**src/rtl/gss_pkg.sv**
```systemverilog
package gss_pkg;

  localparam int DLC_W = 3;
  localparam logic [DLC_W-1:0] DLC_FULL = 3'h7;
  localparam logic [DLC_W-1:0] DLC_SYNC = 3'h3;

  typedef struct packed {
    logic             sync_en;
    logic             chk_en;
    logic [DLC_W-1:0] dlc;
  } stage_mode_t;

endpackage

```
**src/rtl/gss_cfg_regs.sv**
```systemverilog
module gss_cfg_regs
  import gss_pkg::*;
#(
  parameter int POS_W   = 8,
  parameter int NIB_W   = 4,
  parameter int RESERVE = 4
) (
  input  logic              clk,
  input  logic              rst_n,
  input  logic              cfg_wr,
  input  stage_mode_t       cfg_mode,
  input  logic [POS_W-1:0]  cfg_offset,
  input  logic              cal_strobe,
  input  logic [NIB_W-1:0]  raw_lo,
  input  logic [NIB_W-1:0]  prev_hi,
  output stage_mode_t       mode_q,
  output logic [POS_W-1:0]  off_q
);

  logic [NIB_W-1:0] cal_nib;
  logic             cal_ok;
  logic             mode_en;
  logic             off_en;
  stage_mode_t      mode_d;
  logic [POS_W-1:0] off_d;

  // next-state
  always_comb begin
    cal_nib = prev_hi - raw_lo + NIB_W'(RESERVE);
    cal_ok  = cal_strobe && !mode_q.sync_en;
    mode_en = cfg_wr;
    off_en  = cal_ok || cfg_wr;
    mode_d  = cfg_mode;
    if (cal_ok) begin
      off_d = POS_W'(cal_nib);
    end else begin
      off_d = cfg_offset;
    end
  end

  // registers
  always_ff @(posedge clk or negedge rst_n) begin
    if (!rst_n) begin
      mode_q <= '0;
      off_q  <= '0;
    end else begin
      if (mode_en) mode_q <= mode_d;
      if (off_en)  off_q  <= off_d;
    end
  end

endmodule

```
**src/rtl/gss_align.sv**
```systemverilog
module gss_align #(
  parameter int POS_W   = 8,
  parameter int NIB_W   = 4,
  parameter int RESERVE = 4,
  localparam int HI_W   = POS_W - NIB_W
) (
  input  logic [POS_W-1:0] raw_pos,
  input  logic [POS_W-1:0] off_q,
  input  logic [NIB_W-1:0] prev_hi,
  output logic [POS_W-1:0] corr,
  output logic [HI_W-1:0]  turn,
  output logic             dev_big
);

  localparam logic signed [NIB_W:0] RES_S = (NIB_W+1)'(RESERVE);

  logic [POS_W-1:0]        shifted;
  logic [NIB_W-1:0]        dev;
  logic signed [NIB_W:0]   dev_s;
  logic [POS_W-1:0]        aligned;

  always_comb begin
    corr    = raw_pos + off_q;
    shifted = corr - POS_W'(RESERVE);
    dev     = shifted[NIB_W-1:0] - prev_hi;
    dev_s   = {dev[NIB_W-1], dev};
    aligned = shifted - {{(POS_W-NIB_W){dev[NIB_W-1]}}, dev};
    turn    = aligned[POS_W-1:NIB_W];
    dev_big = (dev_s > RES_S) || (dev_s < -RES_S);
  end

endmodule

```
**src/rtl/gss_out.sv**
```systemverilog
module gss_out
  import gss_pkg::*;
#(
  parameter int POS_W  = 8,
  parameter int NIB_W  = 4,
  localparam int HI_W  = POS_W - NIB_W
) (
  input  logic              clk,
  input  logic              rst_n,
  input  stage_mode_t       mode_q,
  input  logic [POS_W-1:0]  corr,
  input  logic [HI_W-1:0]   turn,
  input  logic              dev_big,
  output logic [POS_W-1:0]  pos_q,
  output logic [NIB_W-1:0]  hi_q,
  output logic              err_q
);

  logic             sync_sel;
  logic             chk_sel;
  logic             out_en;
  logic [POS_W-1:0] pos_d;
  logic [NIB_W-1:0] hi_d;
  logic             err_d;

  // next-state
  always_comb begin
    sync_sel = mode_q.sync_en && (mode_q.dlc == DLC_SYNC);
    chk_sel  = mode_q.chk_en && (mode_q.dlc == DLC_SYNC);
    out_en   = 1'b1;
    pos_d    = sync_sel ? POS_W'(turn) : corr;
    hi_d     = corr[POS_W-1 -: NIB_W];
    err_d    = chk_sel && dev_big;
  end

  // registers
  always_ff @(posedge clk or negedge rst_n) begin
    if (!rst_n) begin
      pos_q <= '0;
      hi_q  <= '0;
      err_q <= 1'b0;
    end else if (out_en) begin
      pos_q <= pos_d;
      hi_q  <= hi_d;
      err_q <= err_d;
    end
  end

endmodule

```
**src/rtl/gear_stage_sync.sv**
```systemverilog
module gear_stage_sync
  import gss_pkg::*;
#(
  parameter int POS_W   = 8,
  parameter int NIB_W   = 4,
  parameter int RESERVE = 4,
  localparam int HI_W   = POS_W - NIB_W
) (
  input  logic             clk,
  input  logic             rst_n,
  input  logic [POS_W-1:0] raw_pos,
  input  logic [NIB_W-1:0] prev_hi,
  input  logic             cfg_wr,
  input  logic             cfg_sync_en,
  input  logic             cfg_chk_en,
  input  logic [DLC_W-1:0] cfg_dlc,
  input  logic [POS_W-1:0] cfg_offset,
  input  logic             cal_strobe,
  output logic [POS_W-1:0] pos_out,
  output logic [NIB_W-1:0] next_hi,
  output logic             sync_err
);

  stage_mode_t      cfg_mode;
  stage_mode_t      mode_q;
  logic [POS_W-1:0] off_q;
  logic [POS_W-1:0] corr;
  logic [HI_W-1:0]  turn;
  logic             dev_big;

  always_comb begin
    cfg_mode.sync_en = cfg_sync_en;
    cfg_mode.chk_en  = cfg_chk_en;
    cfg_mode.dlc     = cfg_dlc;
  end

  gss_cfg_regs #(.POS_W(POS_W), .NIB_W(NIB_W), .RESERVE(RESERVE)) cfg_i (
    .clk        (clk),
    .rst_n      (rst_n),
    .cfg_wr     (cfg_wr),
    .cfg_mode   (cfg_mode),
    .cfg_offset (cfg_offset),
    .cal_strobe (cal_strobe),
    .raw_lo     (raw_pos[NIB_W-1:0]),
    .prev_hi    (prev_hi),
    .mode_q     (mode_q),
    .off_q      (off_q)
  );

  gss_align #(.POS_W(POS_W), .NIB_W(NIB_W), .RESERVE(RESERVE)) align_i (
    .raw_pos (raw_pos),
    .off_q   (off_q),
    .prev_hi (prev_hi),
    .corr    (corr),
    .turn    (turn),
    .dev_big (dev_big)
  );

  gss_out #(.POS_W(POS_W), .NIB_W(NIB_W)) out_i (
    .clk     (clk),
    .rst_n   (rst_n),
    .mode_q  (mode_q),
    .corr    (corr),
    .turn    (turn),
    .dev_big (dev_big),
    .pos_q   (pos_out),
    .hi_q    (next_hi),
    .err_q   (sync_err)
  );

endmodule

```
**config.mk**
```make
export PLATFORM = sky130hd
export DESIGN_NAME = gear_stage_sync
export DESIGN_NICKNAME = d
export VERILOG_FILES = /design/src/rtl/gss_pkg.sv /design/src/rtl/gss_cfg_regs.sv /design/src/rtl/gss_align.sv /design/src/rtl/gss_out.sv /design/src/rtl/gear_stage_sync.sv
export SDC_FILE = /design/constraint.sdc
export NUM_CORES = 1
export LEC_CHECK = 0
export BUFFER_PORTS_ARGS = -buffer_cell sky130_fd_sc_hd__buf_2
export CAP_MARGIN = 20
export CELL_PAD_IN_SITES_DETAIL_PLACEMENT = 0
export CELL_PAD_IN_SITES_GLOBAL_PLACEMENT = 2
export CORE_MARGIN = 2
export CORE_UTILIZATION = 36
export DETAILED_ROUTE_END_ITERATION = 16
export GPL_TIMING_DRIVEN = 0
export HOLD_SLACK_MARGIN = 0.06
export MAX_ROUTING_LAYER = met4
export PLACE_DENSITY_LB_ADDON = 0.1
export SLEW_MARGIN = 15
export SYNTH_ARGS = -nofsm -noshare
export SYNTH_HDL_FRONTEND = slang
export SYNTH_SLANG_ARGS = --single-unit
export TNS_END_PERCENT = 5
```
**constraint.sdc**
```tcl
create_clock -name clk -period 7.28 [get_ports clk]
set_clock_uncertainty 0.1 [all_clocks]
set_input_delay 1.092 -clock clk [delete_from_list [all_inputs] [get_ports clk]]
set_output_delay 1.092 -clock clk [all_outputs]
set_load 0.01 [all_outputs]
```
Word-level counts from Yosys, hierarchy flattened
Index checks and enable logic that the tools add are counted.
{"block": "word_totals", "word_cells": 25, "in_bits": 29, "register_bits": 26, "output_inout_bits": 13}
{"block": "classes", "reduce_logical": 7, "n_eq_ne": 1, "n_lt_le_gt_ge": 2, "muxes": 2, "add_sub_neg": 6}
{"cell": "two-way mux 8 bit", "count": 2}
{"cell": "adder 8 bit", "count": 1}
{"cell": "subtractor 4 bit", "count": 2}
{"cell": "subtractor 8 x 3 -> 8 bit, second input constant", "count": 1}
{"cell": "subtractor 8 bit", "count": 1}
{"cell": "adder 4 x 3 -> 4 bit, second input constant", "count": 1}
{"cell": "greater-than comparator 4 bit, second input constant", "count": 1}
{"cell": "logical AND 1 bit", "count": 4}
{"cell": "less-than comparator 4 x 3 -> 1 bit, second input constant", "count": 1}
{"cell": "== test 3 x 2 -> 1 bit, second input constant", "count": 1}
{"cell": "logical OR 1 bit", "count": 2}
{"cell": "logical NOT 1 bit", "count": 1}

Logic depth before layout (Yosys ltp)
{"block": "depth", "ltp_word": 6, "depth_mapped": 16, "ltp_nobuf": 16}

Modules after synthesis
Synthesis repeated with hierarchy kept, for this count alone.
{"block": "unflattened", "hier_cells": 178, "area_unflattened_um2": 1978.1}
{"mod": "gss_align", "cells_each": 98, "area_per_inst_um2": 833.3, "instances": 1}
{"mod": "gss_cfg_regs", "cells_each": 56, "area_per_inst_um2": 710.7, "instances": 1}
{"mod": "gss_out", "cells_each": 24, "area_per_inst_um2": 434.2, "instances": 1}

Worst setup path after synthesis
OpenSTA, ideal clock, no wires.
{"block": "synth_timing", "kind": "in2reg", "start": "in raw_pos[0]", "end": "reg out_i.pos_q[3]", "path_stages": 15, "slack_ns": 3.176, "arrival_ns": 3.874, "setup_ns": 0.131, "required_ns": 7.049, "path_buffers": 0, "path_cell_list": "ha_1 inv_1 fa_1 xnor2_1 inv_1 ha_1 xor2_1 xnor2_1 inv_1 ha_1 or3_1 o21ai_0 a21oi_1 xnor2_1 mux2i_1"}
{"block": "synth_via", "elab_chain_cells": 5}
{"item": "from (decl)", "line": "gear_stage_sync.sv:11", "rtl": "input logic [POS_W-1:0] raw_pos,"}
{"item": "adder 8 bit (*)", "line": "gss_align.sv:23", "rtl": "corr = raw_pos + off_q;"}
{"item": "subtractor 8 x 3 -> 8 bit", "line": "gss_align.sv:24", "rtl": "shifted = corr - POS_W'(RESERVE);"}
{"item": "subtractor 4 bit", "line": "gss_align.sv:25", "rtl": "dev = shifted[NIB_W-1:0] - prev_hi;"}
{"item": "subtractor 8 bit", "line": "gss_align.sv:27", "rtl": "aligned = shifted - {{(POS_W-NIB_W){dev[NIB_W-1]}}, dev};"}
{"item": "two-way mux 8 bit (*)", "line": "gss_out.sv:31", "rtl": "pos_d = sync_sel ? POS_W'(turn) : corr;"}
{"item": "named net out_i.pos_d[3]", "line": "gss_out.sv:22", "rtl": "logic [POS_W-1:0] pos_d;"}
{"item": "to (signal assigned)", "line": "gss_out.sv:43", "rtl": "pos_q <= pos_d;"}
{"item": "to (decl)", "line": "gss_out.sv:14", "rtl": "output logic [POS_W-1:0] pos_q,"}
The timed path passes the listed nets; every way through them passes the cells marked *.
A chain may end at the register's enable or synchronous reset.

Final worst setup path
{"block": "layout_timing", "start": "in raw_pos[0]", "end": "reg out_i.pos_q[2]"}
The elaborated chain is that of the path after synthesis.

==> summary.txt <==
Final Hold Fails = 0
TritonRoute pass-1 iters = 4
Routed WL per cell = 13.4 µm
Global-route wire length before repair = 6450 µm
Int Power = 506 µW
Routed wl met2 = 1870 µm
Largest net degree at the start of global routing = 27
Die ar. = 5700 µm²
IO buf count = 40
Synthesis-stage register bit count = 26
Net Switching = 347 µW
CTS buffer count = 3
Top cells by area, synth = dfrtp_1, ha_1, mux2i_1
Die Height = 75.5 µm
Die Width = 75.5 µm
Skew-Pair Late Insertion Delay = 0.27 ns
Final wirelength = 3870 µm
Outcome = finished, final reports clean
Final Critical Period = 4.35 ns
Setup TNS = 0 ns
Htree depth = 1
Final Cell Area = 2180 µm²
Metal3 WL = 135 µm
Vias = 1,341
Worst Path Max Fanout = 5
Post-route ant nets = 0
CTS sink count = 26
CP Class = primary input to flip-flop
Syn Area/Cell = 10.5 µm²
Worst-path clk slew = 0.10 ns
Worst min-delay path class = flip-flop to flip-flop
Worst IR Drop VDD = 0.225 mV
Syn Inst Count = 175
CP required = 7.32 ns
P per Cell Area = 390 nW/µm²
Max-cap viol count = 0
Worst hold slack = 0.422 ns
DRC errors left = 0
Max frequency = 230 MHz
Syn_nets = 228
Synth cell types = 41
Max-slew violations = 0
GRT Util Overall = 15.5%
Vias per inst = 4.64
Unrepaired setup endpoints after global routing = false
Most frequent cells in the layout = buf_2, dfrtp_1, ha_1
Crit path DAT = 4.39 ns
Final period util = 59.8%
Worst setup SP type = primary input
Worst slack, placed = 2.62 ns
Synth warn = 0
Initial Util = 36.7%
Commonest non-fill, non-tap cell in the layout = buf_2
Initial DRC Count = 74
Vias in the first global route = 1,392
Hpwl dp = 3160 µm
Nets = 273
Worst setup margin = 2.93 ns
Number of cell rows = 26
I/O pins = 42
Crit end category = flip-flop
Clock Tree Buf Depth = 2
Leakage = 1.12 nW
Initial antenna violation count = 0
Mapped cell area = 1840 µm²
M1 wire length = 1850 µm
Placed cell area = 2130 µm²
Worst Max-Slew Pin Slew = 0.668 ns
Share of power burned in the clock network = 11.4%
Comb pwr share = 66.1%
GR Overflow Total = 0
Diode count = 0
Share of the synthesized area in the top cell type = 35.4%
Switching Fraction = 40.7%
P&R area growth vs syn = 18.6%
Seq/Total Area, Yosys = 35.4%
Placeable Area = 5010 µm²
CTS tree = built
CTS resizes = 0
Setup-failing EPs final = 0
Cts hold-fix bufs = 0
Layout cells sized above 1 = 26.5%
GPL Wtd Cong = 0.753
DR top layer = met4
Part of the power in registers = 22.5%
Clk root buf = clkbuf_8
Yosys top cell by area = dfrtp_1
Post-CTS Setup Repair Bufs = 0
Relative slew slack = 55.2%
[flip-flops by register name (all words and copies together), names as in the netlist]
name,count
out_i.err_q,1
out_i.pos_q,8
cfg_i.off_q,8
out_i.hi_q,4
cfg_i.mode_q,5
[metrics by stage]
stage	total power, mW	util [%]	instances
2_1_floorplan	0.639	-	175
3_3_place_gp	0.749	42.5	285
3_5_place_dp	0.760	42.5	285
4_1_cts	0.862	43.6	289
5_1_grt	0.940	43.6	289
6_report	0.852	43.6	289
[layout make-up]
| cell class | count | area (µm²) |
|---|---|---|
| repair buffers | 40 | 200 |
| fillers | 520 | 2830 |
| plain buffers | 3 | 11.3 |
| well taps | 70 | 87.6 |
| flip-flops and latches | 26 | 651 |
| clock buffers | 4 | 55.1 |
| multi-input cells | 131 | 1120 |
| inverters | 15 | 56.3 |
[worst max-delay path: stages]
cell and delay [ns]:
buf_2 0.10, ha_1 0.18, inv_1 0.06, fa_1 0.39, xnor2_1 0.32, inv_1 0.15, ha_1 0.33, xor2_1 0.18
xnor2_1 0.27, inv_1 0.18, ha_1 0.32, o21ai_0 0.09, nand2b_1 0.11, a21o_1 0.18, a21oi_1 0.17, xor2_1 0.17
o21ai_0 0.09
[power groups by stage]
stage          combinational, mW  sequential (mW)  clock (mW)
2_1_floorplan              0.429            0.210           0
3_3_place_gp               0.554            0.195           0
3_5_place_dp               0.564            0.195           0
4_1_cts                    0.569            0.193       0.100
5_1_grt                    0.639            0.196       0.105
6_report                   0.564            0.192      0.0968
[per-layer routing]
| metal | vias up | GRT usage, % |
|---|---|---|
| met5 | - | - |
| met4 | 0 | 4.48 |
| met3 | 2 | 2.25 |
| met2 | 24 | 25.4 |
| met1 | 631 | 20.0 |
| li1 | 684 | - |
[logic make-up (layout without fill, tap and decap cells)]
family	Yosys count	after routing	synth area share, %
buf+inv	18	62	3.67
mux	15	15	8.50
simple gates	43	43	12.9
flops	26	26	35.3
compound gates	30	30	11.8
fa+ha+maj	24	24	17.5
xor+xnor	19	19	10.2
[path summary, 6_finish.rpt]
kind | startpoint | cells after the start | slack, ns | endpoint
max | raw_pos[0] | 17 | 2.93 | out_i.pos_q[2]$_DFF_PN0_
min | cfg_i.mode_q[2]$_DFFE_PN0P_ | 1 | 0.42 | cfg_i.mode_q[2]$_DFFE_PN0P_
max reg2reg | cfg_i.off_q[0]$_DFFE_PN0P_ | 16 | 3.48 | out_i.pos_q[2]$_DFF_PN0_
min reg2reg | cfg_i.mode_q[2]$_DFFE_PN0P_ | 1 | 0.42 | cfg_i.mode_q[2]$_DFFE_PN0P_
max in group asynchronous | rst_n | 1 | 5.98 | out_i.hi_q[0]$_DFF_PN0_
min in group asynchronous | rst_n | 1 | 0.71 | out_i.err_q$_DFF_PN0_
[synth_stat cells]
cell	count
dfrtp_1	26
ha_1	21
inv_1	15
mux2i_1	10
nor2_1	10
o21ai_0	10
xnor2_1	10
nand2_1	8
xor2_1	7
nor2b_1	6
a21oi_1	5
mux2_2	5
a21o_1	3
and2_1	3
fa_1	3
nand2b_1	3
a211oi_2	2
clkbuf_1	2
nor3_1	2
o21a_1	2
or2_1	2
a211o_1	1
a211oi_1	1
a31oi_1	1
and2_2	1
and2b_1	1
and2b_4	1
and3_1	1
and3b_1	1
buf_1	1
nand2_2	1
nor3b_1	1
nor4_2	1
o2111ai_1	1
o211a_1	1
o211ai_2	1
o21ai_1	1
o31ai_4	1
or3_1	1
xnor2_2	1
xnor3_1	1
(Power assumes the default switching activity.)
